$ cat src/rtl/cbg_pkg.sv
// Package: shared constants and types for the configuration clock burst
// generator. Assumes a 32-bit register bus with byte offsets.
package cbg_pkg;

    localparam int unsigned BUS_W     = 32;
    localparam int unsigned OFS_COUNT = 32'h08;
    localparam int unsigned OFS_STAT  = 32'h0C;
    localparam int unsigned DONE_BIT  = 0;

    typedef enum logic [1:0] {
        SEL_NONE  = 2'd0,
        SEL_COUNT = 2'd1,
        SEL_STAT  = 2'd2
    } reg_sel_e;

endpackage

$ cat src/rtl/cbg_regif.sv
// Module: register decode for the burst generator. Turns bus writes into a
// count load strobe and a done-clear strobe, and muxes read data.
// Assumes: ADDR_W >= 4; the full byte offset must match to select a register.
module cbg_regif #(
    parameter int unsigned ADDR_W = 8,
    parameter int unsigned CNT_W  = 32
) (
    input  logic                     bus_wr,
    input  logic [ADDR_W-1:0]        bus_addr,
    input  logic [cbg_pkg::BUS_W-1:0] bus_wdata,
    input  logic [CNT_W-1:0]         cnt_remaining,
    input  logic                     done_flag,
    output logic                     cnt_load,
    output logic [CNT_W-1:0]         cnt_value,
    output logic                     done_clr,
    output logic [cbg_pkg::BUS_W-1:0] bus_rdata
);
    import cbg_pkg::*;

    localparam logic [ADDR_W-1:0] A_COUNT = ADDR_W'(OFS_COUNT);
    localparam logic [ADDR_W-1:0] A_STAT  = ADDR_W'(OFS_STAT);

    reg_sel_e sel;

    // Decode the addressed register.
    always_comb begin
        if (bus_addr == A_COUNT)     sel = SEL_COUNT;
        else if (bus_addr == A_STAT) sel = SEL_STAT;
        else                         sel = SEL_NONE;
    end

    // Generate write strobes for the counter and the done flag.
    always_comb begin
        cnt_load  = bus_wr && (sel == SEL_COUNT);
        cnt_value = bus_wdata[CNT_W-1:0];
        done_clr  = bus_wr && (sel == SEL_STAT) && bus_wdata[DONE_BIT];
    end

    // Select read data; unmapped offsets read zero.
    always_comb begin
        bus_rdata = '0;
        case (sel)
            SEL_COUNT: bus_rdata = BUS_W'(cnt_remaining);
            SEL_STAT:  bus_rdata[DONE_BIT] = done_flag;
            default:   bus_rdata = '0;
        endcase
    end

endmodule

$ cat src/rtl/cbg_pulse_gen.sv
// Module: down-counter and pulse shaper. A load while idle arms the counter.
// Each pulse is one high cycle followed by one low cycle. The counter drops
// on the falling half. finish pulses for one cycle right after the last fall,
// or right after a zero-length load.
// Assumes: load is a single-cycle strobe.
module cbg_pulse_gen #(
    parameter int unsigned CNT_W = 32
) (
    input  logic             clk,
    input  logic             rst_n,
    input  logic             load,
    input  logic [CNT_W-1:0] load_value,
    output logic [CNT_W-1:0] remaining,
    output logic             pulse_out,
    output logic             busy,
    output logic             finish
);
    localparam logic [CNT_W-1:0] ONE = CNT_W'(1);

    logic [CNT_W-1:0] rem_q;
    logic             hi_q;
    logic             fin_q;

    assign busy      = (rem_q != '0);
    assign remaining = rem_q;
    assign pulse_out = hi_q;
    assign finish    = fin_q;

    // Advance the pulse phase and the remaining count; accept loads only when idle.
    always_ff @(posedge clk) begin
        if (!rst_n) begin
            rem_q <= '0;
            hi_q  <= 1'b0;
            fin_q <= 1'b0;
        end else begin
            fin_q <= 1'b0;
            if (load && !busy) begin
                rem_q <= load_value;
                hi_q  <= 1'b0;
                fin_q <= (load_value == '0);
            end else if (busy) begin
                if (!hi_q) begin
                    hi_q <= 1'b1;
                end else begin
                    hi_q  <= 1'b0;
                    rem_q <= rem_q - ONE;
                    if (rem_q == ONE) fin_q <= 1'b1;
                end
            end
        end
    end

endmodule

$ cat src/rtl/cbg_done_flag.sv
// Module: sticky done flag with write-one-to-clear. A set takes priority
// over a clear that arrives in the same cycle.
// Assumes: set and clr are single-cycle strobes.
module cbg_done_flag (
    input  logic clk,
    input  logic rst_n,
    input  logic set,
    input  logic clr,
    output logic flag
);
    // Hold the flag until it is cleared; a set wins over a clear.
    always_ff @(posedge clk) begin
        if (!rst_n)   flag <= 1'b0;
        else if (set) flag <= 1'b1;
        else if (clr) flag <= 1'b0;
    end

endmodule

$ cat src/rtl/cbg_burst_top.sv
// Module: top of the counted configuration clock burst generator. Connects
// the register decode, the pulse generator and the sticky done flag.
// Assumes: synchronous active-low reset; bus reads are combinational.
module cbg_burst_top #(
    parameter int unsigned ADDR_W = 8,
    parameter int unsigned CNT_W  = 32
) (
    input  logic              clk,
    input  logic              rst_n,
    input  logic              bus_wr,
    input  logic [ADDR_W-1:0] bus_addr,
    input  logic [31:0]       bus_wdata,
    output logic [31:0]       bus_rdata,
    output logic              cfg_clk_out,
    output logic              busy
);
    logic             cnt_load;
    logic [CNT_W-1:0] cnt_value;
    logic [CNT_W-1:0] cnt_remaining;
    logic             done_clr;
    logic             done_flag;
    logic             burst_fin;

    cbg_regif #(.ADDR_W(ADDR_W), .CNT_W(CNT_W)) u_regif (
        .bus_wr        (bus_wr),
        .bus_addr      (bus_addr),
        .bus_wdata     (bus_wdata),
        .cnt_remaining (cnt_remaining),
        .done_flag     (done_flag),
        .cnt_load      (cnt_load),
        .cnt_value     (cnt_value),
        .done_clr      (done_clr),
        .bus_rdata     (bus_rdata)
    );

    cbg_pulse_gen #(.CNT_W(CNT_W)) u_pulse (
        .clk        (clk),
        .rst_n      (rst_n),
        .load       (cnt_load),
        .load_value (cnt_value),
        .remaining  (cnt_remaining),
        .pulse_out  (cfg_clk_out),
        .busy       (busy),
        .finish     (burst_fin)
    );

    cbg_done_flag u_done (
        .clk   (clk),
        .rst_n (rst_n),
        .set   (burst_fin),
        .clr   (done_clr),
        .flag  (done_flag)
    );

endmodule

$ cat config.mk
export PLATFORM = sky130hd
export DESIGN_NAME = cbg_burst_top
export DESIGN_NICKNAME = d
export VERILOG_FILES = /design/src/rtl/cbg_pkg.sv /design/src/rtl/cbg_regif.sv /design/src/rtl/cbg_pulse_gen.sv /design/src/rtl/cbg_done_flag.sv /design/src/rtl/cbg_burst_top.sv
export SDC_FILE = /design/constraint.sdc
export NUM_CORES = 1
export LEC_CHECK = 0
export ABC_CLOCK_PERIOD_IN_PS = 2200
export BUFFER_PORTS_ARGS = -buffer_cell sky130_fd_sc_hd__buf_4
export CORE_MARGIN = 3
export CORE_UTILIZATION = 25
export CTS_CLUSTER_DIAMETER = 30
export DETAILED_ROUTE_END_ITERATION = 12
export MAX_ROUTING_LAYER = met4
export PLACE_DENSITY_LB_ADDON = 0.15
export SLEW_MARGIN = 20
export SYNTH_ARGS = -nofsm -noshare
export SYNTH_HDL_FRONTEND = slang
export SYNTH_SLANG_ARGS = --single-unit
$ cat constraint.sdc
create_clock -name clk -period 2.2 [get_ports clk]
set_input_delay 0.33 -clock clk [delete_from_list [all_inputs] [get_ports clk]]
set_output_delay 0.33 -clock clk [all_outputs]
set_load 0.02 [all_outputs]
Word level (Yosys, flattened, before mapping)
Cells that the tools add are included.
{ "totals": {"ff_bits": 35, "in_bits": 43} }
{ "op_classes": {"addsub": 1, "n_eq_ne": 5, "muxes": 14, "bitwise": 1, "reduce_logical": 12} }
{ "ops": {"columns": ["cell", "count"], "rows": [
  ["32-bit 2-to-1 mux", 3],
  ["32-bit by 1-bit equality test with 1-bit output, second input constant", 1],
  ["32-bit logical NOT", 1],
  ["32-bit nonzero test", 1],
  ["32-bit by 1-bit subtractor with 32-bit output, second input constant", 1],
  ["31-bit 2-to-1 mux", 1],
  ["8-bit by 4-bit equality test with 1-bit output, second input constant", 2],
  ["1-bit 2-to-1 mux", 7],
  ["2-bit nonzero test", 3],
  ["1-bit logical AND", 4],
  ["2-bit 2-to-1 mux", 2],
  ["2-bit by 1-bit equality test with 1-bit output, second input constant", 1],
  ["2-bit equality test, second input constant", 1],
  ["1-bit case mux with 2 select lines", 1],
  ["2-bit AND reduction", 1],
  ["2-bit OR reduction", 1],
  ["1-bit logical NOT", 1],
  ["1-bit inverter", 1]
]} }

Depth between registers and ports, before layout
Gate-level depths: netlist (run 1).
{ "logic_depth": {"depth_word": 8, "depth_mapped": 9} }

Hierarchy
Synthesis (run 1) repeated with hierarchy kept, for this count alone.
{ "hier_totals": {"cells_unflattened": 391, "hier_area_um2": 3071.7} }
{ "modules_own_cells": {"columns": ["module", "instances", "cells_each", "area_each_um2"], "rows": [
  ["cbg_pulse_gen", 1, 277, 2214.6],
  ["cbg_regif", 1, 111, 815.8],
  ["cbg_done_flag", 1, 3, 41.3]
]} }

Least setup slack after synthesis (run 1)
Ideal clock, no wire load.
{ "synth_timing": {"path_kind": "register -> register", "start": "register u_pulse.rem_q[27] (netlist: u_pulse.remaining[27])", "end": "register u_pulse.rem_q[22] (netlist: u_pulse.remaining[22])", "setup_ps": 146, "arrival_time_ps": 2135, "t_required_ps": 2054, "slack_ps": -80, "stages_incl_launch_ff": 8, "synth_period_minus_slack_ps": 2280, "cell_sequence": "dfxtp_1 > or4_4 > or3_1 > buf_6 > o31ai_4 > nor2_1 > a221oi_2 > a311oi_1"} }
{ "synth_via": {"elab_chain_len": 5, "word_cells_on_any_way": 7} }
{ "synth_rtl": {"columns": ["item", "line", "text"], "rows": [
  ["start, declared", "cbg_pulse_gen.sv:20", "logic [CNT_W-1:0] rem_q;"],
  ["start signal, assigned", "cbg_pulse_gen.sv:38", "rem_q <= load_value;"],
  ["start signal, assigned", "cbg_pulse_gen.sv:46", "rem_q <= rem_q - ONE;"],
  ["32-bit nonzero test *", "cbg_pulse_gen.sv:24", "assign busy = (rem_q != '0);"],
  ["1-bit logical NOT", "cbg_pulse_gen.sv:37", "if (load && !busy) begin"],
  ["1-bit logical AND", "cbg_pulse_gen.sv:37", null],
  ["2-bit nonzero test (no source line)", null, null],
  ["2-bit AND reduction (no source line)", null, null]
]} }
Mark *: on every way between the ends. The rest lies on a longest branch, timed or not.
A chain may end at the register's enable or synchronous reset.

Final worst setup path (run 1)
{ "layout_timing": {"start": "register u_pulse.rem_q[30] (netlist: u_pulse.remaining[30])", "end": "register u_pulse.rem_q[4] (netlist: u_pulse.remaining[4])"} }
The elaborated chain is that of the path after synthesis.

==> run summary, run 1 <==
Period Utilization, post-route: 106%
Slew headroom: 54.9%
Top-area cell type share of the netlist area: 29.2%
Critical path required time: 2.42 ns
Vias in the first global route: 2898
Violated checks: setup timing
WL/cell: 16.3 um
Min-delay worst type: in -> reg
DRT Pass-1 Iters: 4
Final Skew: 0.00361 ns
Ys flop type: dfxtp_1
Fmax: 0.427 GHz
DRT Wirelength: 9390 um
Placer Congestion: 0.841
DRT iter0 DRCs: 109
Die W: 104 um
Slowest Stage Delay on Critical Path: 0.53 ns
WHS Path Cells: 3
Final setup fails: 26
Largest net degree at the start of global routing: 32
YS warnings: 0
Unrepaired setup endpoints after global routing: true
WP depth: 9
Post-Synthesis Cells: 312
CTS Hold Bufs: 0
Die area: 0.0108 mm2
# IOs: 77
Slew at the pin with the worst max-slew slack: 0.670 ns
WP buf/inv: 4
# rows: 35
Status: complete, but fails checks
Fill cells: 1009
Synth async-reset ratio: 0%
VDD IR max: 0.900 mV
Core Area: 0.00928 mm2
P&R area growth vs syn: 58.6%
Multi-input logic area: 0.00169 mm2
Number of flops mapped to enable cells by yosys: 0
Crit path time final: 2.34 ns
Leakage: 1.56 nW
Critical path capture point type: flip-flop
Initial antenna violation count: 0
Final Hold Fails: 0
Number of diodes: 0
Hold slack: 0.295 ns
Nets: 491
Seq/Total Area, Yosys: 29.2%
FF+latch area: 703 um2
TritonCTS clock tree: yes
Count leader, synth: dfxtp_1
Total track usage: 17.6%
Critical path's top delay family: simple AND/OR/NAND/NOR gates
Num Clock Sinks: 35
Syn Area/Cell: 7.68 um2
Starting Density: 25.8%
Synthesized Nets: 357
I/O Buffers: 76
Netlist cell types: 54
Ranking of synthesized cells by area: dfxtp_1 (29%), and2_1 (7.8%), a21oi_1 (6.3%)
FF-to-FF path depth: 9
Worst skew pair latency: 0.29 ns
Clk slew on worst S/H paths: 0.08 ns
Vias: 2860
Crit path max-delay cell type: or4_4
Overall Power: 0.00767 W
Post-route setup slack: -0.141 ns
Mapped Area: 0.00240 mm2
Commonest cells in the netlist: dfxtp_1 (35), a21oi_1 (30), and2_1 (30)
DRC: 0
#FFs+latches synth: 35
Critical Setup Path Class: reg -> reg
Global-route wire length before repair: 15100 um
ANT nets after route: 0
CP Data Arrival Time: 2.56 ns
Slew Limit Fails: 0
Synth area leader: dfxtp_1
Clock buffer depth: 2
Total power per unit cell area: 2020 mW/mm2
H-Tree Depth: 2
Overflow after GRT: 0
CP Cell Sequence: or4_4 > or3_4 > buf_6 > nor4b_4 > buf_6 > buf_8 > buf_4 > nand2_1 > a21oi_1
Clock Root Buffer: clkbuf_8
Die span in y: 104 um
Crit path top cell by count: buf_6
CP Max Fanout: 5
Routed vias/inst: 4.97
Proportion of layout cells with a drive suffix above 1: 42.1%
Detailed placement HPWL: 7240 um
CP startpoint kind: flip-flop
CTS buffer count: 5
# Max-Cap Violations: 0
## where the power goes
group,switching (W),total (W),internal (W)
clock network,0.000264,0.000549,0.000285
registers,0.000256,0.00115,0.000899
logic,0.00316,0.00596,0.00280
## path summary, 6_finish.rpt
path	from	to	slack [ns]
setup / recovery	u_pulse.remaining[30]$_SDFFE_PN0P_	u_pulse.remaining[4]$_SDFFE_PN0P_	-0.14
hold / removal	bus_wdata[9]	u_pulse.remaining[9]$_SDFFE_PN0P_	0.30
setup reg to reg	u_pulse.remaining[30]$_SDFFE_PN0P_	u_pulse.remaining[4]$_SDFFE_PN0P_	-0.14
hold reg to reg	u_pulse.finish$_SDFF_PN0_	u_done.flag$_SDFFE_PN0P_	0.43
## layer usage
metal	part of all wire (%)	vias to the layer above	track usage [%]	wire (um)
met5	0	-	-	0
met4	0.64	0	3.80	60
met3	5.1	8	3.23	479
met2	48	90	28.2	4480
met1	47	1342	23.2	4370
li1	-	1420	-	-
## final cells by class
| class | instances | area share [%] |
|---|---|---|
| Multi-Input combinational cell | 255 | 44.4 |
| Timing Repair Buffer | 143 | 29.6 |
| Sequential cell | 35 | 18.5 |
| Tap cell | 129 | 4.25 |
| Clock buffer | 7 | 2.53 |
| Inverter | 6 | 0.592 |
| Clock inverter | 1 | 0.197 |
## logic make-up after synthesis
family	synth area share [%]
AOI/OAI and AO/OA	20.6
xor gates and xnor gates	3.65
adders and majority gates	1.04
buffers and inverters	4.75
DFF	29.2
muxes	0.835
and+or+nand+nor	39.9
## tightest hold or removal path, cell delays in order
cell and delay (ns):
buf_4 0.11, nand2_1 0.05, a21oi_1 0.05
## sequential cells by signal, indices dropped and copies added (netlist names)
signal             cells
u_pulse.remaining     32
u_pulse.pulse_out      1
u_pulse.finish         1
u_done.flag            1
## placed cells by master (no fill, tap or decap), types with 3 or more instances in the layout
| cell type | Yosys | final |
|---|---|---|
| clkbuf_8 | 0 | 7 |
| xnor2_1 | 9 | 9 |
| nor4_2 | 2 | 5 |
| dfxtp_1 | 35 | 33 |
| o21ai_0 | 10 | 6 |
| a31oi_1 | 10 | 9 |
| and2_1 | 30 | 30 |
| a211oi_1 | 4 | 3 |
| nor3_1 | 22 | 20 |
| o31ai_1 | 3 | 3 |
| a21oi_1 | 30 | 25 |
| buf_4 | 0 | 133 |
| o41ai_1 | 3 | 3 |
| nand2b_1 | 6 | 6 |
| inv_1 | 5 | 5 |
| nor4_1 | 16 | 13 |
| nand3_1 | 6 | 6 |
| o21ai_1 | 1 | 4 |
| nor2_1 | 24 | 21 |
| nand2_1 | 28 | 27 |
| a21oi_2 | 1 | 6 |
| buf_6 | 4 | 8 |
| nand4_1 | 5 | 5 |
## per-stage QoR
stage	worst slack, ns	cell area [um2]	std cells	utilization (%)	setup TNS [ns]
2_1_floorplan	-0.0162	2420	312	-	-0.0491
3_3_place_gp	-0.0769	3470	557	37.3	-0.651
3_5_place_dp	-0.132	3470	557	37.3	-2.13
4_1_cts	-0.120	3720	573	40.0	-1.74
5_1_grt	-0.295	3800	576	40.9	-5.35
6_report	-0.141	3800	576	40.9	-1.80
## repair_timing
item | CTS | global route
gates resized for setup | 16 | 24
pin swaps | 15 | 12
buffers inserted | 7 | 5
endpoints found under the setup margin | 31 | 33
gates cloned | 1 | 0
Note: power is estimated with default switching activity, not from simulation.
==> run 2: changes to the inputs <==
--- a/config.mk
+++ b/config.mk
@@ -13,6 +13,7 @@
 export DETAILED_ROUTE_END_ITERATION = 12
 export MAX_ROUTING_LAYER = met4
 export PLACE_DENSITY_LB_ADDON = 0.15
+export RECOVER_POWER = 25
 export SLEW_MARGIN = 20
 export SYNTH_ARGS = -nofsm -noshare
 export SYNTH_HDL_FRONTEND = slang
==> run summary, run 2 (same netlist as run 1, synthesis figures left out) <==
Total track usage: 17.6% (unchanged)
CTS buffer count: 5 (unchanged)
# rows: 35 (unchanged)
Num Clock Sinks: 35 (unchanged)
Hold_sp: bus_wdata[9]
Clk slew on worst S/H paths: 0.08 ns (about the same)
Initial antenna violation count: 0 (unchanged)
Status: complete, but fails checks
Unrepaired setup endpoints after global routing: true
Nets: 491 (unchanged)
Die span in y: 104 um (unchanged)
Die W: 104 um (unchanged)
Most frequent cells in the layout: buf_4 (128), dfxtp_1 (33), and2_1 (30)
Fill cells: 1011 (+0.20%)
H-Tree Depth: 2 (unchanged)
# IOs: 77 (unchanged)
TritonCTS clock tree: yes
Vias in the first global route: 2898 (unchanged)
CP Cell Sequence: or4_4 > or3_4 > buf_6 > nor4b_4 > buf_6 > nor2_4 > a211o_1 > a21oi_2
Crit path top cell by count: buf_6
Violated checks: setup timing
Final Skew: 0.00399 ns (+0.000381 ns)
Number of diodes: 0 (unchanged)
Post-route setup slack: -0.136 ns (+0.00495 ns)
Largest net degree at the start of global routing: 32 (unchanged)
DRT iter0 DRCs: 151 (+39%)
Worst skew pair latency: 0.29 ns (about the same)
Reg power frac: 15.1% (about the same)
Slew Limit Fails: 0 (unchanged)
Core Area: 0.00928 mm2 (unchanged)
Clock buffer depth: 2 (unchanged)
Detailed placement HPWL: 7240 um (unchanged)
Comb power frac: 77.8% (about the same)
Largest register FFs: 32 (unchanged)
Vias: 2858 (-0.070%)
Crit path max-delay cell type: or4_4
Overflow after GRT: 0 (unchanged)
# Max-Cap Violations: 0 (unchanged)
Setup_tns: -1.91 ns (-0.113 ns)
Worst R2R Start: u_pulse.remaining[30]$_SDFFE_PN0P_
Sw Pwr: 0.00369 W (+0.19%)
Clock Power Share: 7.2% (about the same)
Die area: 0.0108 mm2 (unchanged)
Starting Density: 25.8% (unchanged)
Final setup fails: 26 (unchanged)
Slew at the pin with the worst max-slew slack: 0.737 ns (+0.0674 ns)
Clock Root Buffer: clkbuf_8
CP Max Fanout: 8 (+3)
I/O Buffers: 76 (unchanged)
Min-delay worst type: in -> reg
Critical path required time: 2.43 ns (about the same)
R2R Setup Slk: -0.14 ns (about the same)
DRC: 0 (unchanged)
Slowest Stage Delay on Critical Path: 0.53 ns (about the same)
DRT Wirelength: 9400 um (+0.12%)
Crit path time final: 2.34 ns (-0.00495 ns)
Routed vias/inst: 4.96 (about the same)
WL/cell: 16.3 um (+0.12%)
ANT nets after route: 0 (unchanged)
WHS Path Cells: 3 (unchanged)
Final Hold Fails: 0 (unchanged)
Critical Setup Path Class: reg -> reg
Global-route wire length before repair: 15100 um (unchanged)
DRT Pass-1 Iters: 4 (unchanged)
WP buf/inv: 2 (-2)
Period Utilization, post-route: 106% (-0.22 points)
Reg-to-reg endpoint: u_pulse.remaining[20]$_SDFFE_PN0P_
FF-to-FF path depth: 8 (-1)
Fmax: 0.428 GHz (+0.21%)
Total power per unit cell area: 2030 mW/mm2 (+0.43%)
Core Util, Final: 40.7% (-0.22 points)
CP Data Arrival Time: 2.57 ns (about the same)
Placer Congestion: 0.841 (unchanged)
Sw Ratio: 48.2% (+0.14 points)
CTS Hold Bufs: 0 (unchanged)
Leading cell type in the layout, fill and taps excluded: buf_4
VDD IR max: 0.904 mV (+0.42%)
Leakage: 1.54 nW (-1.3%)
Proportion of layout cells with a drive suffix above 1: 40.9% (-1.1 points)
Critical path's top delay family: simple AND/OR/NAND/NOR gates
P&R area growth vs syn: 57.7%
Critical path capture point type: flip-flop
Slew headroom: 50.9% (-4.1 points)
Worst Hold End: u_pulse.remaining[9]$_SDFFE_PN0P_
CP startpoint kind: flip-flop
P_int: 0.00397 W (-0.37%)
==> run 2: power groups by stage <==
stage | clock network, W | logic (W) | registers, W
after floorplan | 0 | 0.00301 | 0.00117
after global placement | 0 | 0.00514 | 0.00116
after detailed placement | 0 | 0.00515 | 0.00116
after CTS | 0.000556 | 0.00555 | 0.00115
after global routing | 0.000579 | 0.00644 | 0.00120
final | 0.000548 | 0.00596 | 0.00115
==> run 2: layout make-up <==
class | instances | area (um2) | share of cell area (%)
multi-input cells | 255 | 1680 | 44.5
repair buffers | 143 | 1110 | 29.3
flip-flops and latches | 35 | 703 | 18.6
well taps | 129 | 161 | 4.27
clock buffers | 7 | 96.3 | 2.55
inverters | 6 | 22.5 | 0.596
clock inverters | 1 | 7.51 | 0.199
==> run 2: worst reg2reg max path: cells and delay by family (launching register included) <==
family | cells | cell delay (ns)
AO/OA/AOI/OAI | 2 | 0.37
buffers and inverters | 2 | 0.31
flip-flops | 1 | 0.33
AND/OR/NAND/NOR | 4 | 1.27
==> run 2: repair_timing <==
item,4_1_cts,5_1_grt
buffers inserted,7,5
hold endpoints to repair,0,0
gates cloned,1,0
resized for setup,16,24
endpoints found under the setup margin,31,33
pin swaps,15,12
==> run 2: how the worst max path moves through the flow <==
| stage | start | end | cells past startpoint |
|---|---|---|---|
| after floorplan | u_pulse.remaining[24]$_SDFFE_PN0P_ | u_pulse.remaining[18]$_SDFFE_PN0P_ | 9 |
| after global placement | u_pulse.remaining[1]$_SDFFE_PN0P_ | u_pulse.remaining[5]$_SDFFE_PN0P_ | 9 |
| after detailed placement | u_pulse.remaining[1]$_SDFFE_PN0P_ | u_pulse.remaining[5]$_SDFFE_PN0P_ | 9 |
| after CTS | u_pulse.remaining[29]$_SDFFE_PN0P_ | u_pulse.remaining[20]$_SDFFE_PN0P_ | 8 |
| after global routing | u_pulse.remaining[1]$_SDFFE_PN0P_ | u_pulse.remaining[13]$_SDFFE_PN0P_ | 10 |
| final | u_pulse.remaining[30]$_SDFFE_PN0P_ | u_pulse.remaining[20]$_SDFFE_PN0P_ | 8 |
==> run 2: metal layers <==
layer  global-route usage, %  share of wire [%]  up-vias
met3                    3.23                5.3        6
li1                        -                  -     1421
met4                    3.80               0.52        0
met5                       -                  0        -
met2                    28.2                 48       84
met1                    23.2                 47     1347
==> run 2: stage by stage <==
| stage | cell area, um2 | setup slack, ns | instances | total power (W) | hold WS, ns |
|---|---|---|---|---|---|
| floorplan | 2420 | -0.0162 | 312 | 0.00418 | 0.411 |
| global placement | 3470 | -0.0769 | 557 | 0.00630 | 0.418 |
| detailed placement | 3470 | -0.132 | 557 | 0.00631 | 0.426 |
| CTS | 3720 | -0.120 | 573 | 0.00726 | 0.292 |
| global route | 3780 | -0.295 | 576 | 0.00821 | 0.300 |
| finish | 3780 | -0.136 | 576 | 0.00766 | 0.295 |
==> run 3: changes to the inputs <==
--- a/config.mk
+++ b/config.mk
@@ -7,6 +7,8 @@
 export LEC_CHECK = 0
 export ABC_CLOCK_PERIOD_IN_PS = 2200
 export BUFFER_PORTS_ARGS = -buffer_cell sky130_fd_sc_hd__buf_4
+export CELL_PAD_IN_SITES_DETAIL_PLACEMENT = 1
+export CELL_PAD_IN_SITES_GLOBAL_PLACEMENT = 2
 export CORE_MARGIN = 3
 export CORE_UTILIZATION = 25
 export CTS_CLUSTER_DIAMETER = 30
==> run summary, run 3 (same netlist as run 1, synthesis figures left out) <==
Final Hold Fails: 0 (unchanged)
Post-route setup slack: -0.163 ns (-0.0263 ns)
CP Data Arrival Time: 2.55 ns (-0.02 ns)
Critical path required time: 2.38 ns (-0.05 ns)
Detailed placement HPWL: 7910 um (+9.3%)
P&R area growth vs syn: 70.1%
Clock buffer depth: 2 (unchanged)
Routed vias/inst: 5.00 (+0.84%)
CTS buffer count: 5 (unchanged)
Sw Pwr: 0.00424 W (+15%)
# IOs: 77 (unchanged)
Sw Ratio: 47.7% (-0.44 points)
Slew at the pin with the worst max-slew slack: 0.650 ns (-0.0871 ns)
Critical path capture point type: flip-flop
TritonCTS clock tree: yes
Die area: 0.0108 mm2 (unchanged)
CTS Hold Bufs: 0 (unchanged)
DRT Wirelength: 10600 um (+13%)
Top Usage Layer GRT: met2
Proportion of layout cells with a drive suffix above 1: 46.0% (+5.1 points)
Clk slew on worst S/H paths: 0.08 ns (about the same)
Most frequent cells in the layout: buf_4 (135), dfxtp_1 (33), and2_1 (28)
Total power per unit cell area: 2180 mW/mm2 (+7.7%)
Comb power frac: 80.9% (+3.1 points)
Violated checks: setup timing
Critical Setup Path Class: reg -> reg
Crit path max-delay cell type: or4_4
DRT Pass-1 Iters: 4 (unchanged)
Crit path time final: 2.36 ns (+0.0263 ns)
Slowest Stage Delay on Critical Path: 0.53 ns (about the same)
Crit path top cell by count: buf_6
Slew headroom: 56.6% (+5.8 points)
Die span in y: 104 um (unchanged)
Overflow after GRT: 0 (unchanged)
Starting Density: 25.8% (unchanged)
VDD IR max: 0.915 mV (+1.2%)
Hold slack: 0.293 ns (-0.00255 ns)
FF+latch area: 703 um2 (unchanged)
Reg-to-reg endpoint: u_pulse.remaining[11]$_SDFFE_PN0P_
Period Utilization, post-route: 107% (+1.2 points)
Final setup fails: 21 (-19%)
CP startpoint kind: flip-flop
Num Clock Sinks: 35 (unchanged)
CP Cell Sequence: or4_4 > or3_4 > buf_6 > buf_12 > nor3_4 > buf_6 > nor3_2 > xnor2_1 > a21oi_1
Final Skew: 0.00261 ns (-0.00138 ns)
Critical path startpoint: u_pulse.remaining[30]$_SDFFE_PN0P_
ANT nets after route: 0 (unchanged)
Worst slack at placement: -0.131 ns (+0.00145 ns)
Met3 usage: 2.92% (-0.31 points)
CP Max Fanout: 7 (-1)
Multi-input logic area: 0.00180 mm2 (+6.9%)
Worst skew pair latency: 0.29 ns (about the same)
Clock Root Buffer: clkbuf_8
Hold_sp: bus_wdata[23]
Initial antenna violation count: 0 (unchanged)
WHS Path Cells: 3 (unchanged)
DRT iter0 DRCs: 113 (-25%)
Fill cells: 1147 (+13%)
WL/cell: 18.0 um (+10%)
GR Util met1: 24.7% (+1.5 points)
Vias in the first global route: 3162 (+9.1%)
DRC: 0 (unchanged)
Global-route wire length before repair: 16900 um (+12%)
GRT met2 Usage: 33.9% (+5.8 points)
Slew Limit Fails: 0 (unchanged)
Unrepaired setup endpoints after global routing: true
Total track usage: 19.8% (+2.3 points)
Nets: 507 (+3.3%)
Die W: 104 um (unchanged)
Worst R2R Start: u_pulse.remaining[30]$_SDFFE_PN0P_
P_int: 0.00465 W (+17%)
Leakage: 1.66 nW (+8.0%)
FF-to-FF path depth: 9 (+1)
I/O Buffers: 76 (unchanged)
Fmax: 0.423 GHz (-1.1%)
Number of diodes: 0 (unchanged)
Worst Hold End: u_pulse.remaining[23]$_SDFFE_PN0P_
Largest register FFs: 32 (unchanged)
Vias: 2962 (+3.6%)
H-Tree Depth: 2 (unchanged)
Core Area: 0.00928 mm2 (unchanged)
Min-delay worst type: in -> reg
Clock Power Share: 6.1% (-1.1 points)
Status: complete, but fails checks
# rows: 35 (unchanged)
# Max-Cap Violations: 0 (unchanged)
Placer Congestion: 0.845 (+0.58%)
R2R Setup Slk: -0.16 ns (-0.03 ns)
Leading cell type in the layout, fill and taps excluded: buf_4
Reg power frac: 13.0% (-2.1 points)
Largest net degree at the start of global routing: 20 (-38%)
## run 3: worst max-delay path, delay by kind of cell, from the launching register on
family	cells	cell delay (ns)
buf+inv	3	0.45
xor+xnor	1	0.19
flops	1	0.32
simple gates	4	1.20
compound gates	1	0.09
## run 3: worst max path at each step
stage,cells past startpoint,slack [ns],to
after floorplan,9,-0.02,u_pulse.remaining[18]$_SDFFE_PN0P_
after global placement,8,-0.06,u_pulse.remaining[5]$_SDFFE_PN0P_
after detailed placement,6,-0.13,u_pulse.remaining[22]$_SDFFE_PN0P_
after CTS,9,-0.14,u_pulse.remaining[1]$_SDFFE_PN0P_
after global routing,9,-0.25,u_pulse.remaining[11]$_SDFFE_PN0P_
final,9,-0.16,u_pulse.remaining[11]$_SDFFE_PN0P_
## run 3: timing repair
action / 4_1_cts / 5_1_grt
setup buffers: 8 / 9
pin swaps: 15 / 28
setup endpoints to repair: 31 / 35
resized for setup: 34 / 34
cloned: 2 / 0
## run 3: layer usage
layer / vias to the layer above / wire (um)
met1: 1405 / 4750
met2: 84 / 5270
li1: 1454 / -
met4: 0 / 187
met3: 19 / 434
met5: - / 0
## run 3: cell type report
class                           count  area share, %
Multi-Input combinational cell    255           44.1
Timing Repair Buffer              159           31.7
Inverter                            6          0.552
Clock buffer                        8           2.45
Sequential cell                    35           17.2
Tap cell                          129           3.96
## run 3: through the flow
step	total power, W	utilization (%)	TNS, ns	instance area (um2)	cells
3_3_place_gp	0.00660	38.2	-0.440	3550	566
3_5_place_dp	0.00669	38.2	-1.28	3550	566
5_1_grt	0.00952	43.9	-4.32	4080	592
6_report	0.00889	43.9	-1.82	4080	592
4_1_cts	0.00816	41.9	-2.46	3890	584
2_1_floorplan	0.00418	-	-0.0491	2420	312
## run 3: power by group through the flow
stage	registers (W)	logic, W	clock network [W]
floorplan	0.00117	0.00301	0
global placement	0.00113	0.00547	0
detailed placement	0.00115	0.00554	0
CTS	0.00113	0.00647	0.000555
global route	0.00120	0.00774	0.000583
finish	0.00115	0.00719	0.000546
